### config.mk
export PLATFORM = sky130hd
export DESIGN_NAME = irq_enable_ctrl
export DESIGN_NICKNAME = d
export VERILOG_FILES = /design/src/rtl/irq_en_pkg.sv /design/src/rtl/irq_flag_unit.sv /design/src/rtl/irq_cfg_regs.sv /design/src/rtl/irq_line_gate.sv /design/src/rtl/irq_enable_ctrl.sv
export SDC_FILE = /design/constraint.sdc
export NUM_CORES = 1
export LEC_CHECK = 0
export CORE_MARGIN = 2
export CORE_UTILIZATION = 55
export DETAILED_ROUTE_END_ITERATION = 7
export DONT_BUFFER_PORTS = 1
export HOLD_SLACK_MARGIN = 0.06
export PLACE_DENSITY = 0.71
export SYNTH_ARGS = -nofsm -noshare
export SYNTH_HDL_FRONTEND = slang
export SYNTH_HIERARCHICAL = 1
export SYNTH_SLANG_ARGS = --single-unit
### constraint.sdc
create_clock -name clk_i -period 1.25 [get_ports clk_i]
set_input_delay 0.25 -clock clk_i [delete_from_list [all_inputs] [get_ports clk_i]]
set_output_delay 0.25 -clock clk_i [all_outputs]
set_load 0.02 [all_outputs]
### src/rtl/irq_en_pkg.sv
package irq_en_pkg;
  localparam int unsigned CFG_AW = 3;

  localparam logic [CFG_AW-1:0] ADDR_REQ_EN = 3'd0;
  localparam logic [CFG_AW-1:0] ADDR_VBASE  = 3'd1;
  localparam logic [CFG_AW-1:0] ADDR_IPAGE  = 3'd2;
  localparam logic [CFG_AW-1:0] ADDR_IEXT_L = 3'd3;
  localparam logic [CFG_AW-1:0] ADDR_IEXT_H = 3'd4;

  typedef struct packed {
    logic rst;
    logic nmi_ack;
    logic trap;
    logic int_ack;
    logic ei;
    logic di;
    logic retn;
    logic reti;
    logic ret;
    logic ld_ai;
  } irq_ops_t;

  typedef enum logic [2:0] {
    UPD_HOLD,
    UPD_CLEAR,
    UPD_SAVE,
    UPD_SET,
    UPD_RESTORE
  } flag_upd_e;
endpackage

### src/rtl/irq_flag_unit.sv
module irq_flag_unit
  import irq_en_pkg::*;
(
  input  logic     clk_i,
  input  logic     rst_ni,
  input  irq_ops_t ops_i,
  output logic     ief1_o,
  output logic     ief2_o
);
  flag_upd_e upd;
  logic      ief1_q, ief2_q;
  logic      ief1_d, ief2_d;

  // fixed priority resolution of coincident strobes
  always_comb begin
    if (ops_i.rst)                          upd = UPD_CLEAR;
    else if (ops_i.nmi_ack)                 upd = UPD_SAVE;
    else if (ops_i.trap || ops_i.int_ack)   upd = UPD_CLEAR;
    else if (ops_i.ei)                      upd = UPD_SET;
    else if (ops_i.di)                      upd = UPD_CLEAR;
    else if (ops_i.retn)                    upd = UPD_RESTORE;
    else if (ops_i.reti || ops_i.ret || ops_i.ld_ai) upd = UPD_HOLD;
    else                                    upd = UPD_HOLD;
  end

  always_comb begin
    ief1_d = ief1_q;
    ief2_d = ief2_q;
    unique case (upd)
      UPD_CLEAR:   begin ief1_d = 1'b0;   ief2_d = 1'b0;   end
      UPD_SAVE:    begin ief1_d = 1'b0;   ief2_d = ief1_q; end
      UPD_SET:     begin ief1_d = 1'b1;   ief2_d = 1'b1;   end
      UPD_RESTORE: begin ief1_d = ief2_q;                  end
      default:     ;
    endcase
  end

  always_ff @(posedge clk_i or negedge rst_ni) begin
    if (!rst_ni) begin
      ief1_q <= 1'b0;
      ief2_q <= 1'b0;
    end else begin
      ief1_q <= ief1_d;
      ief2_q <= ief2_d;
    end
  end

  assign ief1_o = ief1_q;
  assign ief2_o = ief2_q;
endmodule

### src/rtl/irq_cfg_regs.sv
module irq_cfg_regs
  import irq_en_pkg::*;
#(
  parameter int unsigned NUM_LINES = 4,
  parameter int unsigned DW        = 8,
  parameter int unsigned EXT_W     = 16,
  parameter int unsigned VB_W      = 7
) (
  input  logic              clk_i,
  input  logic              rst_ni,
  input  logic              srst_i,
  input  logic              we_i,
  input  logic [CFG_AW-1:0] addr_i,
  input  logic [DW-1:0]     wdata_i,
  output logic [DW-1:0]     rdata_o,
  output logic [NUM_LINES-1:0] req_en_o,
  output logic [VB_W-1:0]   vbase_o,
  output logic [DW-1:0]     ipage_o,
  output logic [EXT_W-1:0]  iext_o
);
  localparam int unsigned EN_PAD = DW - NUM_LINES;
  localparam int unsigned VB_PAD = DW - VB_W;

  logic [NUM_LINES-1:0] req_en_q;
  logic [VB_W-1:0]      vbase_q;
  logic [DW-1:0]        ipage_q;
  logic [EXT_W-1:0]     iext_q;
  logic                 wr;

  assign wr = we_i && !srst_i;

  always_ff @(posedge clk_i or negedge rst_ni) begin
    if (!rst_ni) begin
      req_en_q <= '0;
      vbase_q  <= '0;
      ipage_q  <= '0;
      iext_q   <= '0;
    end else if (srst_i) begin
      req_en_q <= '0;
      vbase_q  <= '0;
      ipage_q  <= '0;
      iext_q   <= '0;
    end else if (wr) begin
      unique case (addr_i)
        ADDR_REQ_EN: req_en_q        <= wdata_i[NUM_LINES-1:0];
        ADDR_VBASE:  vbase_q         <= wdata_i[DW-1:VB_PAD];
        ADDR_IPAGE:  ipage_q         <= wdata_i;
        ADDR_IEXT_L: iext_q[DW-1:0]  <= wdata_i;
        ADDR_IEXT_H: iext_q[EXT_W-1:DW] <= wdata_i;
        default: ;
      endcase
    end
  end

  always_comb begin
    unique case (addr_i)
      ADDR_REQ_EN: rdata_o = {{EN_PAD{1'b0}}, req_en_q};
      ADDR_VBASE:  rdata_o = {vbase_q, {VB_PAD{1'b0}}};
      ADDR_IPAGE:  rdata_o = ipage_q;
      ADDR_IEXT_L: rdata_o = iext_q[DW-1:0];
      ADDR_IEXT_H: rdata_o = iext_q[EXT_W-1:DW];
      default:     rdata_o = '0;
    endcase
  end

  assign req_en_o = req_en_q;
  assign vbase_o  = vbase_q;
  assign ipage_o  = ipage_q;
  assign iext_o   = iext_q;
endmodule

### src/rtl/irq_line_gate.sv
module irq_line_gate #(
  parameter int unsigned NUM_LINES = 4
) (
  input  logic                 master_en_i,
  input  logic [NUM_LINES-1:0] line_en_i,
  input  logic [NUM_LINES-1:0] line_n_i,
  input  logic                 nmi_n_i,
  output logic [NUM_LINES-1:0] req_o,
  output logic                 nmi_req_o
);
  for (genvar g = 0; g < NUM_LINES; g++) begin : g_line
    assign req_o[g] = master_en_i & line_en_i[g] & ~line_n_i[g];
  end

  // nonmaskable path bypasses all enables
  assign nmi_req_o = ~nmi_n_i;
endmodule

### src/rtl/irq_enable_ctrl.sv
module irq_enable_ctrl
  import irq_en_pkg::*;
#(
  parameter int unsigned NUM_LINES = 4,
  parameter int unsigned DW        = 8,
  parameter int unsigned EXT_W     = 16,
  parameter int unsigned VB_W      = 7
) (
  input  logic                 clk_i,
  input  logic                 rst_ni,
  input  logic                 op_reset_i,
  input  logic                 op_trap_i,
  input  logic                 op_nmi_ack_i,
  input  logic                 op_int_ack_i,
  input  logic                 op_retn_i,
  input  logic                 op_reti_i,
  input  logic                 op_ret_i,
  input  logic                 op_ei_i,
  input  logic                 op_di_i,
  input  logic                 op_ld_ai_i,
  input  logic                 cfg_we_i,
  input  logic [CFG_AW-1:0]    cfg_addr_i,
  input  logic [DW-1:0]        cfg_wdata_i,
  output logic [DW-1:0]        cfg_rdata_o,
  input  logic [NUM_LINES-1:0] int_n_i,
  input  logic                 nmi_n_i,
  output logic [NUM_LINES-1:0] irq_req_o,
  output logic                 nmi_req_o,
  output logic                 ief1_o,
  output logic                 ief2_o,
  output logic                 pv_o,
  output logic                 pv_we_o,
  output logic [VB_W-1:0]      vec_base_o,
  output logic [DW-1:0]        i_reg_o,
  output logic [EXT_W-1:0]     i_ext_o
);
  irq_ops_t             ops;
  logic                 ief1, ief2;
  logic [NUM_LINES-1:0] req_en;

  always_comb begin
    ops         = '0;
    ops.rst     = op_reset_i;
    ops.nmi_ack = op_nmi_ack_i;
    ops.trap    = op_trap_i;
    ops.int_ack = op_int_ack_i;
    ops.ei      = op_ei_i;
    ops.di      = op_di_i;
    ops.retn    = op_retn_i;
    ops.reti    = op_reti_i;
    ops.ret     = op_ret_i;
    ops.ld_ai   = op_ld_ai_i;
  end

  irq_flag_unit u_flags (
    .clk_i  (clk_i),
    .rst_ni (rst_ni),
    .ops_i  (ops),
    .ief1_o (ief1),
    .ief2_o (ief2)
  );

  irq_cfg_regs #(
    .NUM_LINES (NUM_LINES),
    .DW        (DW),
    .EXT_W     (EXT_W),
    .VB_W      (VB_W)
  ) u_cfg (
    .clk_i    (clk_i),
    .rst_ni   (rst_ni),
    .srst_i   (op_reset_i),
    .we_i     (cfg_we_i),
    .addr_i   (cfg_addr_i),
    .wdata_i  (cfg_wdata_i),
    .rdata_o  (cfg_rdata_o),
    .req_en_o (req_en),
    .vbase_o  (vec_base_o),
    .ipage_o  (i_reg_o),
    .iext_o   (i_ext_o)
  );

  irq_line_gate #(
    .NUM_LINES (NUM_LINES)
  ) u_gate (
    .master_en_i (ief1),
    .line_en_i   (req_en),
    .line_n_i    (int_n_i),
    .nmi_n_i     (nmi_n_i),
    .req_o       (irq_req_o),
    .nmi_req_o   (nmi_req_o)
  );

  assign ief1_o  = ief1;
  assign ief2_o  = ief2;
  assign pv_we_o = op_ld_ai_i;
  assign pv_o    = op_ld_ai_i & ief2;
endmodule

==> reports/qor.yml, run 1 <==
row_count: 21
crit_family: "flip-flops"
layout_common_cells: "buf_4, dfrtp_1, mux2i_1"
drv_cap: 0
cp_num_buf_inv: 0
crit_arrival_ns: 1.32
die_w_microns: 63.23
finalSetupViolations: 13
layout_commonest_cell: "buf_4"
path_class: "flip-flop to output pin"
antennaDiodeCount: 0
antenna_found_initial: 0
final_max_slew_viol_count: 0
tightest_slew_ns: 0.4387
track_usage_pct: 29.15
crit_required_ns: 1.00
status: "complete, but fails checks"
drive_gt1_share_pct: 37.13
fin_ws_ns: -0.3156
pwr-share-clk_pct: 36.2
via_count: 1661
first_iter_violations: 78
n_fill_cell: 233
cp_cell_sequence: "mux2_4, a21oi_4, o22ai_4"
yosysUniqueCellTypes: 25
grt_max_degree: 38
p_sw_uw: 599.2
ys_ff_latch: 37
end_kind: "output pin"
finalHoldViolations: 0
area_growth_pct: 38.13
synth-edff-count: 0
boundaryPins: 77
syn_inst: 186
yosysSeqAreaShare_pct: 47.99
fin_crit_sh_pct: 125.2
start_kind: "flip-flop"
clk_pin_slew_ns: 0.11
fmax_mhz: 638.7
gp_congestion: 0.8072
crit_fanout: 2
routed_wirelength_microns: 5472
pre_cts_ws_ns: 0.01449
min_path_cells: 2
power_frac_comb_pct: 13.4
clk-insertion-delay-late_ns: 0.35
p_per_area_mw_per_mm2: 919.9
clock_sinks: 37
place_hpwl_microns: 3427
synthFlopType: "dfrtp_1"
grt-ovfl-total: 0
routed_via_density: 5.869
r2r_cells: 3
portBuffers: 0
grt_setup_unrepaired: "true"
die_y_microns: 63.23
intPower_uw: 1852
antenna_left: 0
tritoncts: "built"
synth_area_per_cell_sq_um: 10.37
yosysWarnings: 6
max_stage_delay_ns: 0.42
slew_headroom_pct: 70.63
r2r-end: "u_flags/ief1_o"
first_pass_iters: 4
cts_buffers: 5
ys_async_sr_fraction_pct: 100.0
violations: "negative setup slack"
grt_pass1_vias: 1713
grt_pass1_wl_microns: 9025
start_util_pct: 57.37
switching_share_pct: 24.44
skew_ns: 0.00005565
h-tree-depth: 2
vdd_drop_max_uv: 676.5
fin_hold_ws_ns: 0.05754
drc: 0
hold_class: "input pin to flip-flop"
clockBufferDepth: 2
leakagePower_uw: 0.001147
cts_root_buf: "clkbuf_4"
wl_per_cell_microns: 19.34
hold_end: "u_cfg/vbase_o[1]"
layout_min_cycle_time_ns: 1.566
critPathSlowestCell: "dfrtp_2"
die-area_sq_mm: 0.003997
syn_area_sq_mm: 0.001929
core_area_sq_mm: 0.003363
synthesis.nets: 215
reg2reg_from: "u_flags/ief1_o"
nNetsFinal: 265
ff2ff_setup_slack_ns: 0.25
hp-start: "cfg_wdata_i[2]"
pwr-share-seq_pct: 50.5
## through the flow
| stage | power, uW | TNS [ns] | cells | util (%) | area [sq um] |
|---|---|---|---|---|---|
| 5_1_grt | 2554 | -2.561 | 283 | 79.24 | 2665 |
| 6_report | 2452 | -1.825 | 283 | 79.24 | 2665 |
| 4_1_cts | 2441 | -1.845 | 280 | 77.57 | 2609 |
| 2_1_floorplan | 1455 | -0.02433 | 186 | - | 1998 |
| 3_3_place_gp | 1457 | 0 | 254 | 66.48 | 2236 |
| 3_5_place_dp | 1463 | 0 | 254 | 66.48 | 2236 |
## power groups by stage
stage          registers [uW]  logic, uW  clock network (uW)
6_report                 1240        328                 887
5_1_grt                  1240        351                 963
4_1_cts                  1240        317                 888
3_5_place_dp             1260        204                   0
3_3_place_gp             1260        200                   0
2_1_floorplan            1290        167                   0
## cell type report
type / instances / area (sq um) / share of cell area (%)
clock inverter: 1 / 30.03 / 1.127
tap: 46 / 57.56 / 2.160
timing repair buffer: 59 / 525.5 / 19.72
clock buffer: 7 / 55.05 / 2.066
inverter: 2 / 7.507 / 0.2817
sequential: 37 / 932.1 / 34.98
multi-input combinational: 131 / 1057 / 39.67
## worst max-delay path by stage
stage	startpoint	to	slack [ns]	cells past startpoint
2_1_floorplan	cfg_addr_i[0]	cfg_rdata_o[1]	-0.02	5
4_1_cts	u_cfg/ipage_o[3]	cfg_rdata_o[3]	-0.32	3
6_report	u_cfg/ipage_o[3]	cfg_rdata_o[3]	-0.32	3
3_3_place_gp	cfg_addr_i[2]	cfg_rdata_o[1]	0.01	4
3_5_place_dp	cfg_addr_i[2]	cfg_rdata_o[1]	0.01	4
5_1_grt	u_cfg/ipage_o[2]	cfg_rdata_o[2]	-0.38	3
## logic make-up after synthesis
family	synth area share, %
flip-flops	47.99
buffers and inverters	5.253
AND/OR/NAND/NOR	18.42
multiplexers	18.94
AO/OA/AOI/OAI	9.403
## synth_stat cells, drive strengths merged (2+ instances only)
cell type	count	area, sq um
a21oi	13	65.06
a22oi	7	52.55
and3b	4	35.03
and4bb	3	37.54
buf	10	71.32
clkbuf	6	22.52
dfrtp	37	925.9
inv	2	7.510
mux2	4	45.04
mux2i	32	320.3
nand2	18	67.56
nand4b	2	17.52
nor2	28	105.1
nor2b	2	12.51
nor3b	3	22.52
o22ai	8	50.05
## per-layer routing
layer | wire length, microns | global-route usage (%) | vias up
met5 | 0 | 0 | -
met4 | 95 | 8.152 | 0
met3 | 447 | 11.79 | 10
met2 | 2735 | 47.21 | 61
met1 | 2193 | 36.20 | 828
li1 | - | - | 762
## registers in the layout, indices dropped and copies added (netlist names)
register and flops:
u_cfg/req_en_o 4, u_flags/ief1_o 1, u_cfg/ipage_o 8, u_flags/ief2_o 1
u_cfg/iext_o 16, u_cfg/vbase_o 7
## repair_timing
item,4_1_cts,5_1_grt
setup endpoints to repair,12,14
pin swaps,13,3
resized for setup,19,10
hold endpoints to repair,74,3
hold buffers,17,2
setup buffers,1,1
No activity file was read; power rests on OpenSTA's default activity.
==> run 2: changes to the inputs <==
CORE_MARGIN = 10   (was 2)
SLEW_MARGIN = 20   (was not set)
clock period = 1.5 ns   (was 1.25 ns; I/O delays follow)
==> run 2 against run 1 <==
  * Register-to-register slack improved by 0.16 ns
  * Count of clock-buffer cells in the layout decreased by 1
  * Global-route usage decreased by 11 points
  * Worst setup slack improved by 0.20 ns
  * Critical endpoint is now cfg_rdata_o[1]
  * The flow still finishes with violations (negative setup slack)
  * First-iteration DRC count increased by 42%
  * Non-clock buffer count decreased by 32
  * Critical path depth unchanged
  * Highest routed layer unchanged
==> reports/qor.yml, run 2 (synthesis gave the netlist of run 1 again) <==
layout_commonest_cell: "mux2i_1"
drv_cap: 0  # unchanged
crit_arrival_ns: 1.31  # about the same
ff2ff_setup_slack_ns: 0.41  # +0.16 ns
crit_fanout: 2  # unchanged
first_iter_violations: 111  # +42%
grt_setup_unrepaired: "true"
final_max_slew_viol_count: 0  # unchanged
reg2reg_from: "u_flags/ief1_o"
fmax_mhz: 619.6
tightest_slew_ns: 0.4939  # +0.05524 ns
placed_cell_area_sq_mm: 0.002064  # -7.7%
die_y_microns: 79.23  # +25%
design_area_sq_mm: 0.002421  # -9.2%
clock_sinks: 37  # unchanged
die_w_microns: 79.23  # +25%
finalHoldViolations: 0  # unchanged
fin_crit_sh_pct: 107.6
first_pass_iters: 4  # unchanged
r2r_cells: 3  # unchanged
crit_required_ns: 1.20  # +0.20 ns
leakagePower_uw: 0.0009701  # -15%
grt_pass1_wl_microns: 9177  # +1.7%
p_per_area_mw_per_mm2: 824.4  # -10%
start_kind: "flip-flop"
largest_reg_flops: 16  # unchanged
slew_headroom_pct: 66.90  # -3.7 points
die-area_sq_mm: 0.006277  # +57%
fin_hold_ws_ns: 0.07303  # +0.01549 ns
layout_min_cycle_time_ns: 1.614
fin_ws_ns: -0.1140  # +0.2016 ns
wl_per_cell_microns: 23.50  # +22%
min_path_cells: 2  # unchanged
antenna_left: 0  # unchanged
h-tree-depth: 2  # unchanged
grt_pass1_vias: 1639  # -4.3%
portBuffers: 0  # unchanged
vdd_drop_max_uv: 670.0  # -0.97%
cts_root_buf: "clkbuf_4"
hold_class: "input pin to flip-flop"
layout_common_cells: "mux2i_1, nor2_1, buf_4"
core_area_sq_mm: 0.003363  # unchanged
place_hpwl_microns: 3998  # +17%
dp_cells: 233  # -8.3%
antenna_found_initial: 0  # unchanged
status: "complete, but fails checks"
clk-insertion-delay-late_ns: 0.34  # about the same
end_kind: "output pin"
finalSetupViolations: 7  # -6
pre_cts_ws_ns: 0.1159  # +0.1014 ns
violations: "negative setup slack"
nNetsFinal: 233  # -12%
drive_gt1_share_pct: 40.00  # +2.9 points
gp_congestion: 0.8027  # -0.56%
routed_via_density: 6.175  # +5.2%
track_usage_pct: 18.60  # -11 points
tritoncts: "built"
hp-start: "cfg_wdata_i[0]"
cts_buffers: 5  # unchanged
antennaDiodeCount: 0  # unchanged
skew_ns: 0.00009975  # +0.00004410 ns
hold_end: "u_cfg/iext_o[0]"
routed_wirelength_microns: 5898  # +7.8%
r2r-end: "u_flags/ief1_o"
via_count: 1550  # -6.7%
row_count: 21  # unchanged
start_util_pct: 57.37  # unchanged
path_class: "flip-flop to output pin"
stdcell_count: 251  # -11%
drc: 0  # unchanged
boundaryPins: 77  # unchanged
grt-ovfl-total: 0  # unchanged
grt_max_degree: 38  # unchanged
final_util_pct: 71.99  # -7.3 points
clockBufferDepth: 2  # unchanged
clk_pin_slew_ns: 0.11  # about the same
n_fill_cell: 265  # +14%
area_growth_pct: 25.49
## run 2: power breakdown
part           internal (uW)  leakage, uW  switching (uW)
registers               1020     0.000483            33.5
clock network            396    0.0000445             340
logic                   92.1     0.000442             116
total                   1510     0.000970             489
## run 2: timing repair
action                                  CTS  global route
buffers inserted                          3             0
resized for setup                        40             7
hold endpoints to repair                 73             4
pin swaps                                10             4
hold buffers                              3             4
endpoints found under the setup margin   12            13
## run 2: worst max-delay path: stages, from the launching register on
cell and delay (ns):
dfrtp_1 0.40, mux2_4 0.29, a21oi_4 0.16, o22ai_4 0.12
## run 2: layout make-up
type | count | area [sq um] | area share (%)
Inverter | 2 | 7.507 | 0.3101
Multi-Input combinational cell | 131 | 1079 | 44.55
Clock buffer | 6 | 51.30 | 2.119
Sequential cell | 37 | 948.4 | 39.17
Timing Repair Buffer | 27 | 240.2 | 9.922
Tap cell | 46 | 57.56 | 2.377
Clock inverter | 2 | 37.54 | 1.550
## run 2: per-layer routing
layer | GRT usage [%] | routed length (microns)
met2 | 31.97 | 2996
met3 | 10.02 | 702
met4 | 3.943 | 54
met5 | 0 | 0
met1 | 19.70 | 2143
## run 2: worst max path at each step
stage | from | end | slack [ns]
2_1_floorplan | u_cfg/ipage_o[0] | cfg_rdata_o[0] | 0.001
3_3_place_gp | cfg_addr_i[2] | cfg_rdata_o[3] | 0.16
3_5_place_dp | cfg_addr_i[2] | cfg_rdata_o[2] | 0.12
4_1_cts | u_cfg/ipage_o[2] | cfg_rdata_o[2] | -0.10
5_1_grt | u_cfg/ipage_o[1] | cfg_rdata_o[1] | -0.17
6_report | u_cfg/ipage_o[1] | cfg_rdata_o[1] | -0.11
## run 2: through the flow
stage	total power (uW)	TNS, ns
after floorplan	1208	0
after global placement	1196	0
after detailed placement	1202	0
after CTS	1994	-0.3704
after global routing	2072	-0.8240
final	1996	-0.3516
